[src/rtl/frw_pkg.sv]
package frw_pkg;

  // Progress of the window opening within one frame
  typedef enum logic [1:0] {
    ST_IDLE  = 2'd0,  // waiting for the arming grid line
    ST_DELAY = 2'd1,  // counting TV lines down to the opening
    ST_DONE  = 2'd2   // opened in this frame; nothing more until next frame
  } open_st_e;

  localparam int unsigned GRID_ARM_DEFAULT = 11;
  localparam int unsigned STOP_LEAD_DEFAULT = 2;

endpackage

[src/rtl/frw_grid_tracker.sv]
module frw_grid_tracker #(
  parameter int unsigned GRID_W     = 5,
  parameter int unsigned GRID_START = 11
) (
  input  logic              clk_i,
  input  logic              rst_ni,
  input  logic              frame_pulse_i,
  input  logic              grid_pulse_i,
  output logic [GRID_W-1:0] cnt_o,
  output logic              arm_o
);

  localparam logic [GRID_W-1:0] CNT_MAX = {GRID_W{1'b1}};
  localparam logic [GRID_W-1:0] ARM_AT  = GRID_W'(GRID_START - 1);

  logic [GRID_W-1:0] cnt_q;

  always_ff @(posedge clk_i or negedge rst_ni) begin
    if (!rst_ni) begin
      cnt_q <= '0;
    end else if (frame_pulse_i) begin
      cnt_q <= '0;
    end else if (grid_pulse_i && (cnt_q != CNT_MAX)) begin
      cnt_q <= cnt_q + 1'b1;
    end
  end

  // Arms once per frame: the grid strobe that takes the count to GRID_START
  assign arm_o = grid_pulse_i && !frame_pulse_i && (cnt_q == ARM_AT);
  assign cnt_o = cnt_q;

endmodule

[src/rtl/frw_start_delay.sv]
module frw_start_delay
  import frw_pkg::*;
#(
  parameter int unsigned START_W = 8
) (
  input  logic               clk_i,
  input  logic               rst_ni,
  input  logic               frame_pulse_i,
  input  logic               line_pulse_i,
  input  logic               arm_i,
  input  logic [START_W-1:0] start_ofs_i,
  output logic               open_o
);

  open_st_e           st_q, st_d;
  logic [START_W-1:0] dly_q, dly_d;
  logic               open_d;

  always_comb begin
    st_d   = st_q;
    dly_d  = dly_q;
    open_d = 1'b0;
    if (frame_pulse_i) begin
      // a new frame drops any start still in progress
      st_d  = ST_IDLE;
      dly_d = '0;
    end else begin
      unique case (st_q)
        ST_IDLE: begin
          if (arm_i) begin
            st_d  = ST_DELAY;
            dly_d = start_ofs_i;
          end
        end
        ST_DELAY: begin
          if (line_pulse_i) begin
            if (dly_q == '0) begin
              open_d = 1'b1;
              st_d   = ST_DONE;
            end else begin
              dly_d = dly_q - 1'b1;
            end
          end
        end
        ST_DONE: begin
          st_d = ST_DONE;
        end
        default: begin
          st_d = ST_IDLE;
        end
      endcase
    end
  end

  always_ff @(posedge clk_i or negedge rst_ni) begin
    if (!rst_ni) begin
      st_q  <= ST_IDLE;
      dly_q <= '0;
    end else begin
      st_q  <= st_d;
      dly_q <= dly_d;
    end
  end

  assign open_o = open_d;

endmodule

[src/rtl/frw_line_tracker.sv]
module frw_line_tracker #(
  parameter int unsigned LINE_W    = 10,
  parameter int unsigned STOP_W    = 9,
  parameter int unsigned STOP_LEAD = 2
) (
  input  logic              clk_i,
  input  logic              rst_ni,
  input  logic              frame_pulse_i,
  input  logic              line_pulse_i,
  input  logic [STOP_W-1:0] stop_ofs_i,
  output logic [LINE_W-1:0] cnt_o,
  output logic              hit_o
);

  localparam logic [LINE_W-1:0] CNT_MAX = {LINE_W{1'b1}};
  localparam logic [LINE_W-1:0] LEAD    = LINE_W'(STOP_LEAD);

  logic [LINE_W-1:0] cnt_q, cnt_inc, target;

  assign cnt_inc = (cnt_q == CNT_MAX) ? cnt_q : cnt_q + 1'b1;
  assign target  = LEAD + LINE_W'(stop_ofs_i);

  always_ff @(posedge clk_i or negedge rst_ni) begin
    if (!rst_ni) begin
      cnt_q <= '0;
    end else if (frame_pulse_i) begin
      cnt_q <= '0;
    end else if (line_pulse_i) begin
      cnt_q <= cnt_inc;
    end
  end

  // The line strobe whose count lands on the closing line
  assign hit_o = line_pulse_i && !frame_pulse_i && (cnt_inc == target);
  assign cnt_o = cnt_q;

endmodule

[src/rtl/frw_window_gen.sv]
module frw_window_gen
  import frw_pkg::*;
#(
  parameter int unsigned GRID_W     = 5,
  parameter int unsigned GRID_START = GRID_ARM_DEFAULT,
  parameter int unsigned START_W    = 8,
  parameter int unsigned STOP_W     = 9,
  parameter int unsigned STOP_LEAD  = STOP_LEAD_DEFAULT,
  parameter int unsigned LINE_W     = 10
) (
  input  logic               clk_i,
  input  logic               rst_ni,
  input  logic               line_pulse_i,
  input  logic               frame_pulse_i,
  input  logic               grid_pulse_i,
  input  logic [START_W-1:0] start_ofs_i,
  input  logic [STOP_W-1:0]  stop_ofs_i,
  output logic               win_o,
  output logic [GRID_W-1:0]  dbg_grid_cnt_o,
  output logic [LINE_W-1:0]  dbg_line_cnt_o
);

  logic [START_W-1:0] start_q;
  logic [STOP_W-1:0]  stop_q;
  logic               arm, open_evt, stop_hit;
  logic               win_q, close_armed_q;

  // Offsets are shadowed at frame boundaries only
  always_ff @(posedge clk_i or negedge rst_ni) begin
    if (!rst_ni) begin
      start_q <= '0;
      stop_q  <= '0;
    end else if (frame_pulse_i) begin
      start_q <= start_ofs_i;
      stop_q  <= stop_ofs_i;
    end
  end

  frw_grid_tracker #(
    .GRID_W    (GRID_W),
    .GRID_START(GRID_START)
  ) u_grid (
    .clk_i        (clk_i),
    .rst_ni       (rst_ni),
    .frame_pulse_i(frame_pulse_i),
    .grid_pulse_i (grid_pulse_i),
    .cnt_o        (dbg_grid_cnt_o),
    .arm_o        (arm)
  );

  frw_start_delay #(
    .START_W(START_W)
  ) u_start (
    .clk_i        (clk_i),
    .rst_ni       (rst_ni),
    .frame_pulse_i(frame_pulse_i),
    .line_pulse_i (line_pulse_i),
    .arm_i        (arm),
    .start_ofs_i  (start_q),
    .open_o       (open_evt)
  );

  frw_line_tracker #(
    .LINE_W   (LINE_W),
    .STOP_W   (STOP_W),
    .STOP_LEAD(STOP_LEAD)
  ) u_line (
    .clk_i        (clk_i),
    .rst_ni       (rst_ni),
    .frame_pulse_i(frame_pulse_i),
    .line_pulse_i (line_pulse_i),
    .stop_ofs_i   (stop_q),
    .cnt_o        (dbg_line_cnt_o),
    .hit_o        (stop_hit)
  );

  // Window register; closing is only allowed after a frame strobe seen while open
  always_ff @(posedge clk_i or negedge rst_ni) begin
    if (!rst_ni) begin
      win_q         <= 1'b0;
      close_armed_q <= 1'b0;
    end else begin
      if (open_evt) begin
        win_q         <= 1'b1;
        close_armed_q <= 1'b0;
      end else if (win_q && close_armed_q && stop_hit) begin
        win_q         <= 1'b0;
        close_armed_q <= 1'b0;
      end else if (win_q && frame_pulse_i) begin
        close_armed_q <= 1'b1;
      end
    end
  end

  assign win_o = win_q;

endmodule

[config.mk]
export PLATFORM = sky130hd
export DESIGN_NAME = frw_window_gen
export DESIGN_NICKNAME = d
export VERILOG_FILES = /design/src/rtl/frw_pkg.sv /design/src/rtl/frw_grid_tracker.sv /design/src/rtl/frw_start_delay.sv /design/src/rtl/frw_line_tracker.sv /design/src/rtl/frw_window_gen.sv
export SDC_FILE = /design/constraint.sdc
export NUM_CORES = 1
export LEC_CHECK = 0
export ABC_AREA = 1
export CAP_MARGIN = 5
export CELL_PAD_IN_SITES_DETAIL_PLACEMENT = 1
export CELL_PAD_IN_SITES_GLOBAL_PLACEMENT = 1
export CORE_MARGIN = 4
export CORE_UTILIZATION = 35
export DETAILED_ROUTE_END_ITERATION = 7
export PLACE_DENSITY = 0.7
export SYNTH_ARGS = -nofsm -noshare
export SYNTH_HDL_FRONTEND = slang
export SYNTH_SLANG_ARGS = --single-unit
export TNS_END_PERCENT = 10
[constraint.sdc]
create_clock -name clk_i -period 3.2 [get_ports clk_i]
set_input_delay 0.32 -clock clk_i [delete_from_list [all_inputs] [get_ports clk_i]]
set_output_delay 0.32 -clock clk_i [all_outputs]
set_load 0.05 [all_outputs]
==> Word level (Yosys, flattened, before mapping) <==
Cells that the tools add are included.
{ "totals": {"reg_bits": 44, "input_bits": 22, "output_inout_bits": 16, "wordCells": 64} }
{ "classes": {"addsub": 4, "n_eq_ne": 10, "n_mux": 24, "reduce_logical": 18} }
{ "op_table": {"columns": ["operator", "n"], "rows": [
  ["$mux 8", 4],
  ["$mux 10", 3],
  ["$pmux 8 s2", 1],
  ["$add 10x1->10 const B", 1],
  ["$add 2x9->10 const A", 1],
  ["$eq 10x10->1", 1],
  ["$eq 10x10->1 const B", 1],
  ["$mux 5", 2],
  ["$mux 1", 9],
  ["$ne 3x3->1 const B", 3],
  ["$logic_and 1x1->1", 8],
  ["$logic_not 8->1", 1],
  ["$mux 2", 4],
  ["$sub 8x1->8 const B", 1],
  ["$pmux 2 s3", 1],
  ["$reduce_bool 2->1", 3],
  ["$reduce_bool 3->1", 2],
  ["$add 5x1->5 const B", 1],
  ["$eq 5x4->1 const B", 1],
  ["$ne 5x5->1 const B", 1],
  ["$reduce_and 4->1", 1],
  ["$ne 3x2->1 const B", 1],
  ["$reduce_and 3->1", 1],
  ["$eq 2x1->1 const B", 1],
  ["3 further kinds", 3]
]} }

==> Logic depth before layout (Yosys ltp) <==
{ "logic_depth": {"word_depth": 7, "depth_mapped": 14, "mapped_depth_nobuf": 14} }

==> By module <==
A second synthesis with hierarchy kept.
{ "unflattened": {"hier_cells": 398, "area_unflattened_um2": 2872.8} }
{ "modules_own_cells": {"columns": ["mod", "instances", "cells_each", "area_each_um2"], "rows": [
  ["frw_line_tracker", 1, 162, 984.7],
  ["frw_window_gen", 1, 81, 828.3],
  ["frw_start_delay", 1, 116, 764.5],
  ["frw_grid_tracker", 1, 39, 295.3]
]} }

==> Worst setup path before layout <==
No wires, ideal clock.
{ "synth_timing": {"kind": "reg2reg", "from": "register u_line.cnt_q[1], in the netlist u_line.cnt_o[1]", "to": "register win_q, in the netlist win_o", "t_arrival_ns": 2.003, "t_required_ns": 3.080, "slack_ns": 1.078, "path_stages_with_launch": 12, "path_buffers": 1, "period_less_slack_ns": 2.122, "path_cell_list": "dfrtp_1 -> ha_1 -> nand2_2 -> nor2_4 -> nand3_4 -> buf_6 -> o211ai_2 -> nand3_1 -> nor2_1 -> nand3_1 -> nand2_1 -> nand2_1"} }
{ "synth_via": {"elab_chain_cells": 6} }
{ "synth_rtl": {"columns": ["item", "line", "rtl"], "rows": [
  ["from (decl)", "frw_line_tracker.sv:18", "logic [LINE_W-1:0] cnt_q, cnt_inc, target;"],
  ["from (signal assigned)", "frw_line_tracker.sv:29", "cnt_q <= cnt_inc;"],
  ["$add 10x1->10 or $eq 10x10->1 (tied branches)", "frw_line_tracker.sv:20", "assign cnt_inc = (cnt_q == CNT_MAX) ? cnt_q : cnt_q + 1'b1;"],
  ["$mux 10 (*)", "frw_line_tracker.sv:20", null],
  ["$eq 10x10->1 (*)", "frw_line_tracker.sv:34", "assign hit_o = line_pulse_i && !frame_pulse_i && (cnt_inc == target);"],
  ["$logic_and 1x1->1 (*)", "frw_line_tracker.sv:34", null],
  ["$logic_and 1x1->1 (*)", "frw_window_gen.sv:86", "end else if (win_q && close_armed_q && stop_hit) begin"],
  ["$reduce_bool 2->1 (no source line) (*)", null, null],
  ["to (signal assigned)", "frw_window_gen.sv:80", "win_q <= 1'b0;"],
  ["to (signal assigned)", "frw_window_gen.sv:84", "win_q <= 1'b1;"],
  ["to (signal assigned)", "frw_window_gen.sv:87", "win_q <= 1'b0;"],
  ["to (decl)", "frw_window_gen.sv:26", "logic win_q, close_armed_q;"]
]} }
Mark *: on every way between the ends. The rest lies on a longest branch, timed or not.
A chain may end at the register's enable or synchronous reset.

==> Final worst setup path <==
{ "layout_timing": {"from": "register u_start.st_q[1]", "to": "register u_start.dly_q[2]"} }
{ "layout_via": {"elab_chain_cells": 3} }
{ "layout_rtl": {"columns": ["item", "line", "rtl"], "rows": [
  ["from (decl)", "frw_start_delay.sv:15", "open_st_e st_q, st_d;"],
  ["from (signal assigned)", "frw_start_delay.sv:60", "st_q <= st_d;"],
  ["$eq 2x1->1 or $logic_not 2->1 (tied branches)", "frw_start_delay.sv:28", "unique case (st_q)"],
  ["$ne 3x3->1 (no source line) (tied with other cells)", null, null],
  ["$reduce_and 4->1 (no source line) or $mux 8 (tied branches)", null, null],
  ["to (signal assigned)", "frw_start_delay.sv:61", "dly_q <= dly_d;"],
  ["to (decl)", "frw_start_delay.sv:16", "logic [START_W-1:0] dly_q, dly_d;"]
]} }
Several ways; a longest one is shown, not always the timed one.

==> metrics.yaml <==
run_status:
  outcome: "finished clean"
floorplanning:
  ioPinCount: 38
  chipHeight_um: 96.4
  die_w_um: 96.4
  initial_utilization_pct: 36.9
  core_region_area_um2: 7410
  design.die.area_um2: 9290
  rows: 31
logic_synthesis:
  syn_avg_cell_area_um2: 7.13
  synth.ff_latch_count: 44
  yosys.area.top_type_share_pct: 40.3
  synth_sequential_area_ratio_pct: 40.3
  yosys_warnings: 0
  postSynthCellCount: 383
  synthesis.nets: 414
  post_synth_main_area_contributors: "sky130_fd_sc_hd__dfrtp_1, sky130_fd_sc_hd__nand2_1, sky130_fd_sc_hd__inv_1"
  synth.largest_area_cell: "sky130_fd_sc_hd__dfrtp_1"
  netlist_area_um2: 2730
  post_synth_num_cell_types: 29
clock_tree:
  clock_tree.root_cell: "sky130_fd_sc_hd__clkbuf_8"
  cts_tree: "yes"
  clk_latency_ps: 300
  htree_num_levels: 2
  cts.reportedPaths.clkPinSlew_ps: 90
  postCtsSetupRepairBufs: 0
  post_cts_resize_count: 0
  cts-buffers-inserted: 5
  cts.path.max_buffers: 2
  sinks_on_the_clock_net: 44
  cts_hold_repair.buffers: 0
worst_hold_path:
  holdCritPathClass: "input pin to asynchronous set/reset pin"
sta:
  finalCriticalPeriod_ps: 2310
  timing.final.max_slew_violations: 0
  min_period_over_period_pct: 72.2
  worst_pin_slew_ps: 1060
  max_clock_freq_mhz: 433
  setup_tns_ps: 0
  final-hold-violation-count: 0
  final-setup-viol-count: 0
  grt_setup_unrepaired: "false"
  layout_skew_ps: 8.51
  slew-limit-headroom_pct: 29.5
route:
  vias_per_cell: 4.84
  drcViolationCount: 0
  vias: 2528
  route.antenna.remaining_nets: 0
  avgRoutedWirePerCell_um: 14.1
  drt-initial-drc-count: 86
  totalWireLength_mm: 7.34
  first_pass_detailed_route_iteration_total: 4
power_and_ir_drop:
  ir_worst_vdd_uv: 200
  power_leakage_nw: 1.61
  p_per_area_nw_per_um2: 525
grt:
  maximum_number_of_pins_on_one_net_before_global_route_repair: 45
  grt_first_pass_wirelength_mm: 12.4
  grt_pass1_vias: 2558
  antenna_found_initial: 0
  grtUsageTotal_pct: 17.1
  grt_overflow_total: 0
setup_path:
  critical_path.startpoint: "u_start.st_q[1]$_DFFE_PN0P_"
  required_ps: 3410
  critPathLaunchType: "register"
  crit-reg2reg-launch: "u_start.st_q[1]$_DFFE_PN0P_"
  critPathCaptureType: "register"
  path_class: "register to register"
  critical_path_arrival_ps: 2520
  path_max_fanout: 13
cells_and_area:
  drive_above_1_share_pct: 4.73
  diodes: 0
  mostFrequentLayoutCell: "sky130_fd_sc_hd__nand2_1"
  syn2layout_area_growth_pct: 21.5
  layout.filler_cells: 951
  layout.cells.most_common_list: "sky130_fd_sc_hd__nand2_1, sky130_fd_sc_hd__inv_1, sky130_fd_sc_hd__dfrtp_1"
  layout.nets: 453
  stdcell_count: 522
place:
  portBuffers: 37
  hpwl_mm: 5.63
  routabilityCongestion: 0.812
  placedCellCount: 514
job:
  max_cap_violations: 0
[layer usage]
metal | up-vias | track usage (%) | wire [µm]
met4 | 0 | 3.74 | 59
met3 | 6 | 3.60 | 246
met2 | 36 | 26.4 | 3240
met1 | 1184 | 24.6 | 3790
met5 | - | 0 | 0
li1 | 1302 | - | -
[logic make-up after synthesis]
| logic type | synth area share [%] |
|---|---|
| xor+xnor | 2.56 |
| buf+inv | 8.42 |
| simple gates | 33.6 |
| fa+ha+maj | 4.12 |
| compound gates | 11.0 |
| flops | 40.3 |
[final cells by class]
class	count	area (µm²)	share of cell area (%)
clock buffers	7	96.3	2.90
clock inverters	1	30.0	0.904
inverters	50	188	5.65
multi-input cells	282	1400	42.2
flip-flops and latches	44	1100	33.2
well taps	99	124	3.73
repair buffers	39	380	11.5
[cell usage after synthesis (all sizes together)]
master	n
nand3b	3
o22ai	2
o211ai	4
o21ai	39
nor3	3
a211oi	2
nand2	124
nor2	41
a22oi	2
inv	50
nand4	8
dfrtp	44
nand3	32
xnor2	2
clkbuf	4
a21oi	5
buf	3
ha	9
xor2	6
[report_power, final]
group | switching [mW] | leakage (nW) | internal [mW] | total (mW)
clock | 0.205 | 0.0645 | 0.276 | 0.481
sequential | 0.0672 | 0.564 | 0.639 | 0.706
combinational | 0.357 | 0.981 | 0.199 | 0.556
[worst paths after layout]
| kind | endpoint | slack, ps | cells past startpoint |
|---|---|---|---|
| max | u_start.dly_q[2]$_DFFE_PN0P_ | 890 | 9 |
| min | u_line.cnt_o[6]$_DFFE_PN0P_ | 180 | 1 |
| max reg2reg | u_start.dly_q[2]$_DFFE_PN0P_ | 890 | 9 |
| min reg2reg | start_q[1]$_DFFE_PN0P_ | 480 | 2 |
| max in group asynchronous | u_line.cnt_o[0]$_DFFE_PN0P_ | 2340 | 1 |
| min in group clk_i | start_q[1]$_DFFE_PN0P_ | 480 | 2 |
[state kept, by name (all words and copies together) (netlist names)]
name / flops
start_q: 8
u_line.cnt_o: 10
u_start.st_q: 2
stop_q: 9
win_o: 1
close_armed_q: 1
u_grid.cnt_o: 5
u_start.dly_q: 8
[per-stage QoR]
step / worst slack (ps) / area, µm² / power (mW) / utilization [%] / hold slack [ps]
3_3_place_gp: 739 / 3190 / 1.26 / 43.1 / 459
3_5_place_dp: 642 / 3190 / 1.28 / 43.1 / 465
5_1_grt: 658 / 3320 / 1.87 / 44.8 / 299
6_report: 890 / 3320 / 1.74 / 44.8 / 179
2_1_floorplan: 1080 / 2730 / 1.11 / - / 24.4
4_1_cts: 864 / 3320 / 1.76 / 44.8 / 243
[critical path, stage by stage, from the launching register on]
cell and delay (ps):
sky130_fd_sc_hd__dfrtp_1 330, sky130_fd_sc_hd__inv_1 90, sky130_fd_sc_hd__ha_1 260, sky130_fd_sc_hd__inv_1 260, sky130_fd_sc_hd__nor2_1 120, sky130_fd_sc_hd__nand2_1 80
sky130_fd_sc_hd__o21ai_0 70, sky130_fd_sc_hd__nor2_1 580, sky130_fd_sc_hd__inv_1 180, sky130_fd_sc_hd__o21ai_0 240
Note: power is estimated with default switching activity, not from simulation.
